<file path="src/rtl/ifa_pkg.sv">
package ifa_pkg;

  // Which physical bank feeds a given output lane.
  typedef enum logic {
    LANE_EVEN = 1'b0,
    LANE_ODD  = 1'b1
  } bank_sel_e;

  // Output lane 0 is the source word, lane 1 the destination word.
  // Lane k reads address PC+k, whose parity is pc_lsb ^ k.
  function automatic bank_sel_e bank_for_lane(input logic pc_lsb, input logic lane);
    return bank_sel_e'(pc_lsb ^ lane);
  endfunction

endpackage

</file>
<file path="src/rtl/ifa_pc_reg.sv">
module ifa_pc_reg #(
  parameter int ADDR_W   = 12,
  parameter int RESET_PC = 0,
  parameter int STEP     = 2
) (
  input  logic              clk,
  input  logic              rst_n,
  input  logic              load,
  input  logic [ADDR_W-1:0] load_val,
  input  logic              advance,
  output logic [ADDR_W-1:0] pc
);

  localparam logic [ADDR_W-1:0] PC_INIT = ADDR_W'(RESET_PC);
  localparam logic [ADDR_W-1:0] PC_STEP = ADDR_W'(STEP);

  function automatic logic [ADDR_W-1:0] step_pc(input logic [ADDR_W-1:0] cur);
    return cur + PC_STEP;
  endfunction

  logic [ADDR_W-1:0] pc_nxt;

  always_comb begin
    pc_nxt = pc;
    if (load) begin
      pc_nxt = load_val;
    end else if (advance) begin
      pc_nxt = step_pc(pc);
    end
  end

  always_ff @(posedge clk or negedge rst_n) begin
    if (!rst_n) begin
      pc <= PC_INIT;
    end else begin
      pc <= pc_nxt;
    end
  end

endmodule

</file>
<file path="src/rtl/ifa_addr_route.sv">
module ifa_addr_route #(
  parameter int ADDR_W = 12
) (
  input  logic              pc_lsb,
  input  logic [ADDR_W-1:0] pc,
  output logic [ADDR_W-2:0] ev_idx,
  output logic [ADDR_W-2:0] od_idx
);

  localparam int BANK_AW = ADDR_W - 1;

  function automatic logic [ADDR_W-1:0] next_word(input logic [ADDR_W-1:0] a);
    return a + ADDR_W'(1);
  endfunction

  function automatic logic [BANK_AW-1:0] row_of(input logic [ADDR_W-1:0] a);
    return BANK_AW'(a >> 1);
  endfunction

  logic [ADDR_W-1:0] src_a;
  logic [ADDR_W-1:0] dst_a;
  logic [ADDR_W-1:0] even_a;
  logic [ADDR_W-1:0] odd_a;

  assign src_a = pc;
  assign dst_a = next_word(pc);

  // Address-side crossing: the even-parity one of {PC, PC+1} goes to the even bank.
  always_comb begin
    if (pc_lsb) begin
      even_a = dst_a;
      odd_a  = src_a;
    end else begin
      even_a = src_a;
      odd_a  = dst_a;
    end
  end

  assign ev_idx = row_of(even_a);
  assign od_idx = row_of(odd_a);

endmodule

</file>
<file path="src/rtl/ifa_data_route.sv">
module ifa_data_route
  import ifa_pkg::*;
#(
  parameter int WORD_W = 16,
  parameter int ADDR_W = 12
) (
  input  logic              clk,
  input  logic              rst_n,
  input  logic              fire,
  input  logic [ADDR_W-1:0] pc,
  input  logic [WORD_W-1:0] ev_rdata,
  input  logic [WORD_W-1:0] od_rdata,
  output logic              ivalid,
  output logic [ADDR_W-1:0] iaddr,
  output logic [WORD_W-1:0] src_word,
  output logic [WORD_W-1:0] dst_word
);

  localparam int LANES = 2;

  logic              vld_q;
  logic [ADDR_W-1:0] addr_q;
  logic              lsb_q;
  logic [WORD_W-1:0] lane_word [LANES];

  // Capture the issuing fetch's address so the return swap uses its LSB.
  always_ff @(posedge clk or negedge rst_n) begin
    if (!rst_n) begin
      vld_q  <= 1'b0;
      addr_q <= '0;
    end else begin
      vld_q <= fire;
      if (fire) begin
        addr_q <= pc;
      end
    end
  end

  assign lsb_q = addr_q[0];

  for (genvar k = 0; k < LANES; k++) begin : g_lane
    localparam logic LANE_ID = (k == 1);
    bank_sel_e sel;
    assign sel          = bank_for_lane(lsb_q, LANE_ID);
    assign lane_word[k] = (sel == LANE_ODD) ? od_rdata : ev_rdata;
  end

  assign ivalid   = vld_q;
  assign iaddr    = addr_q;
  assign src_word = lane_word[0];
  assign dst_word = lane_word[1];

endmodule

</file>
<file path="src/rtl/ifetch_align.sv">
module ifetch_align #(
  parameter int WORD_W   = 16,
  parameter int ADDR_W   = 12,
  parameter int RESET_PC = 0
) (
  input  logic              clk,
  input  logic              rst_n,
  input  logic              pc_load,
  input  logic [ADDR_W-1:0] pc_load_val,
  input  logic              ireq,
  input  logic              fetch_stall,
  output logic              irdy,
  input  logic              bank_gnt,
  output logic              ev_en,
  output logic [ADDR_W-2:0] ev_idx,
  output logic              od_en,
  output logic [ADDR_W-2:0] od_idx,
  input  logic [WORD_W-1:0] ev_rdata,
  input  logic [WORD_W-1:0] od_rdata,
  output logic              ivalid,
  output logic [ADDR_W-1:0] iaddr,
  output logic [WORD_W-1:0] src_word,
  output logic [WORD_W-1:0] dst_word,
  output logic [ADDR_W-1:0] pc_out
);

  logic              fire;
  logic              step_ok;
  logic [ADDR_W-1:0] pc;

  assign irdy    = bank_gnt & ~pc_load;
  assign fire    = ireq & irdy;
  assign step_ok = fire & ~fetch_stall;

  ifa_pc_reg #(
    .ADDR_W  (ADDR_W),
    .RESET_PC(RESET_PC),
    .STEP    (2)
  ) u_pc (
    .clk     (clk),
    .rst_n   (rst_n),
    .load    (pc_load),
    .load_val(pc_load_val),
    .advance (step_ok),
    .pc      (pc)
  );

  ifa_addr_route #(
    .ADDR_W(ADDR_W)
  ) u_arte (
    .pc_lsb(pc[0]),
    .pc    (pc),
    .ev_idx(ev_idx),
    .od_idx(od_idx)
  );

  assign ev_en = fire;
  assign od_en = fire;

  ifa_data_route #(
    .WORD_W(WORD_W),
    .ADDR_W(ADDR_W)
  ) u_drte (
    .clk     (clk),
    .rst_n   (rst_n),
    .fire    (fire),
    .pc      (pc),
    .ev_rdata(ev_rdata),
    .od_rdata(od_rdata),
    .ivalid  (ivalid),
    .iaddr   (iaddr),
    .src_word(src_word),
    .dst_word(dst_word)
  );

  assign pc_out = pc;

endmodule

</file>
<file path="config.mk">
export PLATFORM = sky130hd
export DESIGN_NAME = ifetch_align
export DESIGN_NICKNAME = d
export VERILOG_FILES = /design/src/rtl/ifa_pkg.sv /design/src/rtl/ifa_pc_reg.sv /design/src/rtl/ifa_addr_route.sv /design/src/rtl/ifa_data_route.sv /design/src/rtl/ifetch_align.sv
export SDC_FILE = /design/constraint.sdc
export NUM_CORES = 1
export LEC_CHECK = 0
export ABC_AREA = 1
export BUFFER_PORTS_ARGS = -buffer_cell sky130_fd_sc_hd__buf_2
export CORE_MARGIN = 2
export CORE_UTILIZATION = 40
export DETAILED_ROUTE_END_ITERATION = 10
export PLACE_DENSITY_LB_ADDON = 0.12
export SLEW_MARGIN = 20
export SYNTH_ARGS = -nofsm -noshare
export SYNTH_HDL_FRONTEND = slang
export SYNTH_HIERARCHICAL = 1
export SYNTH_SLANG_ARGS = --single-unit
export TNS_END_PERCENT = 30
</file>
<file path="constraint.sdc">
create_clock -name clk -period 1.4 [get_ports clk]
set_input_delay 0.07 -clock clk [delete_from_list [all_inputs] [get_ports clk]]
set_output_delay 0.07 -clock clk [all_outputs]
set_load 0.005 [all_outputs]
</file>
After elaboration in Yosys (flattened, before gate mapping)
Cells that the tools add are included.

word-level totals
  word-level logic and storage cells = 17
  register bits after elaboration = 25
  output and inout bits = 82
  input port bits = 50

operators by class
  $add $sub $neg = 2
  muxes and demuxes = 6
  bitwise gates (word level) = 5
  reductions and logical operators = 1

operator list
  kind                                            number
  two-way mux 12 bit                              4
  two-way mux 16 bit                              2
  adder 12 x 1 -> 12 bit (second input constant)  1
  adder 12 x 2 -> 12 bit (second input constant)  1
  AND 1 bit                                       3
  inverter 1 bit                                  2
  nonzero test 2 bit                              1

Logic depth before layout (Yosys ltp)
  depth in word-level cells = 6
  mapped depth = 7
  gate-level depth less buffers = 7

Modules after synthesis
The synthesis kept the hierarchy.

by module, submodules not included
  module          cells each  sequential area each (µm²)  times used  area an instance (µm²)
  ifa_data_route  156         325.3                       1           910.9
  ifa_pc_reg      92          300.3                       1           708.2
  ifa_addr_route  108         0.0                         1           529.3
  ifetch_align    7           0.0                         1           38.8

Worst setup path before layout
OpenSTA, ideal clock, no wires.

  path kind = register to register
  from = register u_pc.pc[2]
  to = register u_pc.pc[11]
  path buffers = 0
  library setup time = 121 ps
  required time = 1279 ps
  path slack = 56 ps
  data arrival time = 1223 ps
  cell stages (with the launch flop) = 7
  cells stage by stage = dfrtp_1 ha_1 nand3_2 nor2_2 nand3_1 nand3_1 nand2_1

between the ends
  word-level cells in the longest chain between the ends = 3

RTL lines
  what                    line              RTL
  start, declared         ifa_pc_reg.sv:11  output logic [ADDR_W-1:0] pc
  start signal, assigned  ifa_pc_reg.sv:36  pc <= pc_nxt;
  adder 12 x 2 -> 12 bit  ifa_pc_reg.sv:18  return cur + PC_STEP;
  two-way mux 12 bit      ifa_pc_reg.sv:27  end else if (advance) begin
  two-way mux 12 bit      ifa_pc_reg.sv:25  if (load) begin

Every way passes these cells. The select of a mux whose other input is x is not followed.
A chain may end at the register's enable or synchronous reset.

Final worst setup path
  from = register u_pc.pc[0]
  to = output port od_idx[5]

between the ends
  word-level cells in the longest chain between the ends = 2

RTL lines
  what                    line                  RTL
  adder 12 x 1 -> 12 bit  ifa_addr_route.sv:13  return a + ADDR_W'(1);
  two-way mux 12 bit *    ifa_addr_route.sv:30  if (pc_lsb) begin
  end, declared           ifetch_align.sv:17    output logic [ADDR_W-2:0] od_idx,

Mark *: on every way between the ends. The rest lies on a longest branch, timed or not.

==> results by group <==
Run status
  – Outcome: complete, but fails checks
  – Failing checks: setup timing

Setup path
  – Crit Path Category: flop to output port
  – Startpoint types: flop
  – Worst setup EP type: output port
  – Reg2reg path depth: 8
  – Crit path max fanout: 18
  – Cells along the critical path: buf_6 > inv_1 > buf_12 > nand3_1 > o21ai_1 > buf_2
  – WP data arrival: 1500 ps
  – Worst path max stage delay: 430 ps
  – Critical path's slowest cell: dfrtp_1
  – WP data required: between 1000 and 1500 ps

Global routing
  – Vias in the first global route: approximately 2700
  – Overall Global Routing Usage: 0.247
  – Pin count of the biggest net entering global routing: 33
  – Initial antenna violation count: 0
  – First-pass GRT wire length: 12300 µm
  – Overflow after GRT: 0

Floorplanning
  – Area of the core: 0.00520 mm²
  – # rows: 26
  – Total die area: between 0.006 and 0.007 mm²
  – Ports: 132
  – Die width: 77.9 µm
  – Starting Density: 0.420
  – Die Y: about 78 µm

Synth
  – Seq/Total Area, Yosys: 0.286
  – Synth Net Count: 415
  – Area fraction of the dominant cell type after synthesis: 0.367
  – Unique masters post-synth: 28
  – Post-synth top cells: nand2_1 (214), dfrtp_1 (25), nand3_1 (25)
  – Syn_area_per_cell: 6.03 µm²
  – Leading area contributor after synthesis: nand2_1
  – Asr flop ratio synth: 1.00
  – Primary FF master, synth: dfrtp_1
  – Top post-synthesis cells by area: nand2_1 (37%), dfrtp_1 (29%), nand3_1 (5.7%)
  – Post-Syn Area: 0.00219 mm²
  – Yosys reg bits: 25
  – Post-synth EDFFs: 0
  – Yosys warning count: 6
  – Most frequent cell after synthesis: nand2_1
  – Cells after Synth: 363

Placement
  – Post-DP Area: 0.00301 mm²
  – Pre-CTS worst setup slack: 79.4 ps
  – Placer congestion estimate: approximately 0.85
  – Port bufs: 131
  – Placed instance count: 573
  – DPL Wire Length: approximately 5700 µm

Pwr
  – Peak supply drop: 0.530 mV
  – Pleak: 1.91 nW
  – Power per cell area: around 840 mW/mm²

Drt
  – WL final: 7530 µm
  – Vias per inst: 4.83
  – Via count: 2819
  – DR iter-0 viols: roughly 150
  – Drc violations: 0
  – Per-cell routed wire length: 12.9 µm
  – Post-DRT Antenna Nets: 0
  – Drt first pass iters: 4

Clock network
  – Clk pin slew, worst setup/hold paths: 80 ps
  – CTS max path bufs: 2
  – CTS H-tree lvls: 1
  – Clk sink count: 25
  – CTS tree: built
  – Root Buffer: clkbuf_8
  – Worst-skew pair later-pin latency: 270 ps
  – Cts bufs inserted: 3

Timing
  – Pins Over Slew Limit: 0
  – Clock skew: 1.02 ps
  – Final period util: 1.12
  – Setup violators final: 25
  – Setup ws final: -174 ps
  – Worst slew margin: 0.622
  – RSZ-0062 raised after global routing: true
  – Shortest period the worst path allows: 1570 ps
  – Slew @ Worst Pin: between 500 and 600 ps
  – Hold_ws: 26.1 ps
  – Fmax: 635 MHz
  – Final Hold Fails: 0

Worst hold path
  – Worst hold stages: 3
  – Tightest Hold Check Type: primary input to flop

Finish
  – ANT cells: 0
  – Post-route cell area: ~0.0033 mm²
  – Area growth syn-to-layout: 49.7%
  – Fraction of layout cells with a size suffix above 1: 0.407
  – Final nets: 567
  – Final Non-Filler Cells: 584

Run
  – Max-capacitance violation count: 0
layer usage:
metal,global-route usage,share of wire,vias up
li1,-,-,1436
met1,0.300,0.40,1256
met2,0.441,0.51,112
met3,0.0512,0.076,15
met4,0.0632,0.017,0
met5,0,0,-
power breakdown:
| group | internal, mW | switching [mW] |
|---|---|---|
| clock network | 0.204 | 0.225 |
| registers | 0.821 | 0.109 |
| logic | 0.631 | 0.750 |
through the flow:
step / total power [mW] / util / setup TNS [ps]
floorplan: 1.58 / - / 0
global placement: 2.18 / 0.579 / 0
detailed placement: 2.20 / 0.579 / 0
CTS: 2.71 / 0.613 / -2660
global route: 2.97 / 0.629 / -5140
finish: 2.74 / 0.629 / -2770
state kept, by name, indices dropped and copies added, names as in the netlist:
signal,cells
u_drte/iaddr,12
u_drte/ivalid,1
u_pc/pc,12
what timing repair did:
action | in CTS | in global routing
setup endpoints to repair | 22 | 46
pin swaps | 7 | 12
resized for setup | 24 | 21
endpoints found under the hold margin | 25 | 0
hold buffers | 1 | 0
setup buffers | 5 | 1
critical path, delay by kind of cell (launching register included):
family | cells | cell delay, ps
simple gates | 1 | 80
flops | 1 | 430
buf+inv | 4 | 630
compound gates | 1 | 90
worst paths after layout:
| check | from | endpoint | slack (ps) |
|---|---|---|---|
| max in group asynchronous | rst_n | u_drte/iaddr[0]$_DFFE_PN0P_ | 670 |
| hold / removal | pc_load_val[0] | u_pc/pc[0]$_DFFE_PN0P_ | 30 |
| setup / recovery | u_pc/pc[0]$_DFFE_PN0P_ | od_idx[5] | -170 |
| hold reg to reg | u_drte/iaddr[7]$_DFFE_PN0P_ | u_drte/iaddr[7]$_DFFE_PN0P_ | 470 |
| setup reg to reg | u_pc/pc[1]$_DFFE_PN0N_ | u_pc/pc[11]$_DFFE_PN0N_ | -70 |
| min in group asynchronous | rst_n | u_pc/pc[8]$_DFFE_PN0N_ | 320 |
placed cells by master (no fill, tap or decap), types with 3 or more instances in the layout:
cell type  instances
nor2_1             9
inv_1             17
nand3_2            6
dfrtp_2            7
nand2_2            7
o21ai_1            9
buf_2            131
nor2_4             6
buf_6              6
dfrtp_1           18
a22oi_1            8
inv_2              3
nand3_1           22
clkbuf_8           3
nand2_1          208
nor2_2             3
xor2_1             5
buf_4             22
o21ai_2            5
layout make-up:
type | count | area [µm²]
fill | 535 | 1930
timing repair buffer | 162 | 938
multi-input combinational | 302 | 1490
sequential | 25 | 634
tap | 70 | 87.6
clock buffer | 4 | 45.0
inverter | 21 | 83.8
cells by family (layout without fill, tap and decap cells):
logic type / after synthesis / in the layout / share of synthesized area
simple gates: 267 / 267 / 0.513
buf+inv: 36 / 187 / 0.0875
compound gates: 26 / 26 / 0.0709
flops: 25 / 25 / 0.286
xor+xnor: 7 / 7 / 0.0315
fa+ha+maj: 2 / 2 / 0.0114
Power figures use the tool's default switching activity.
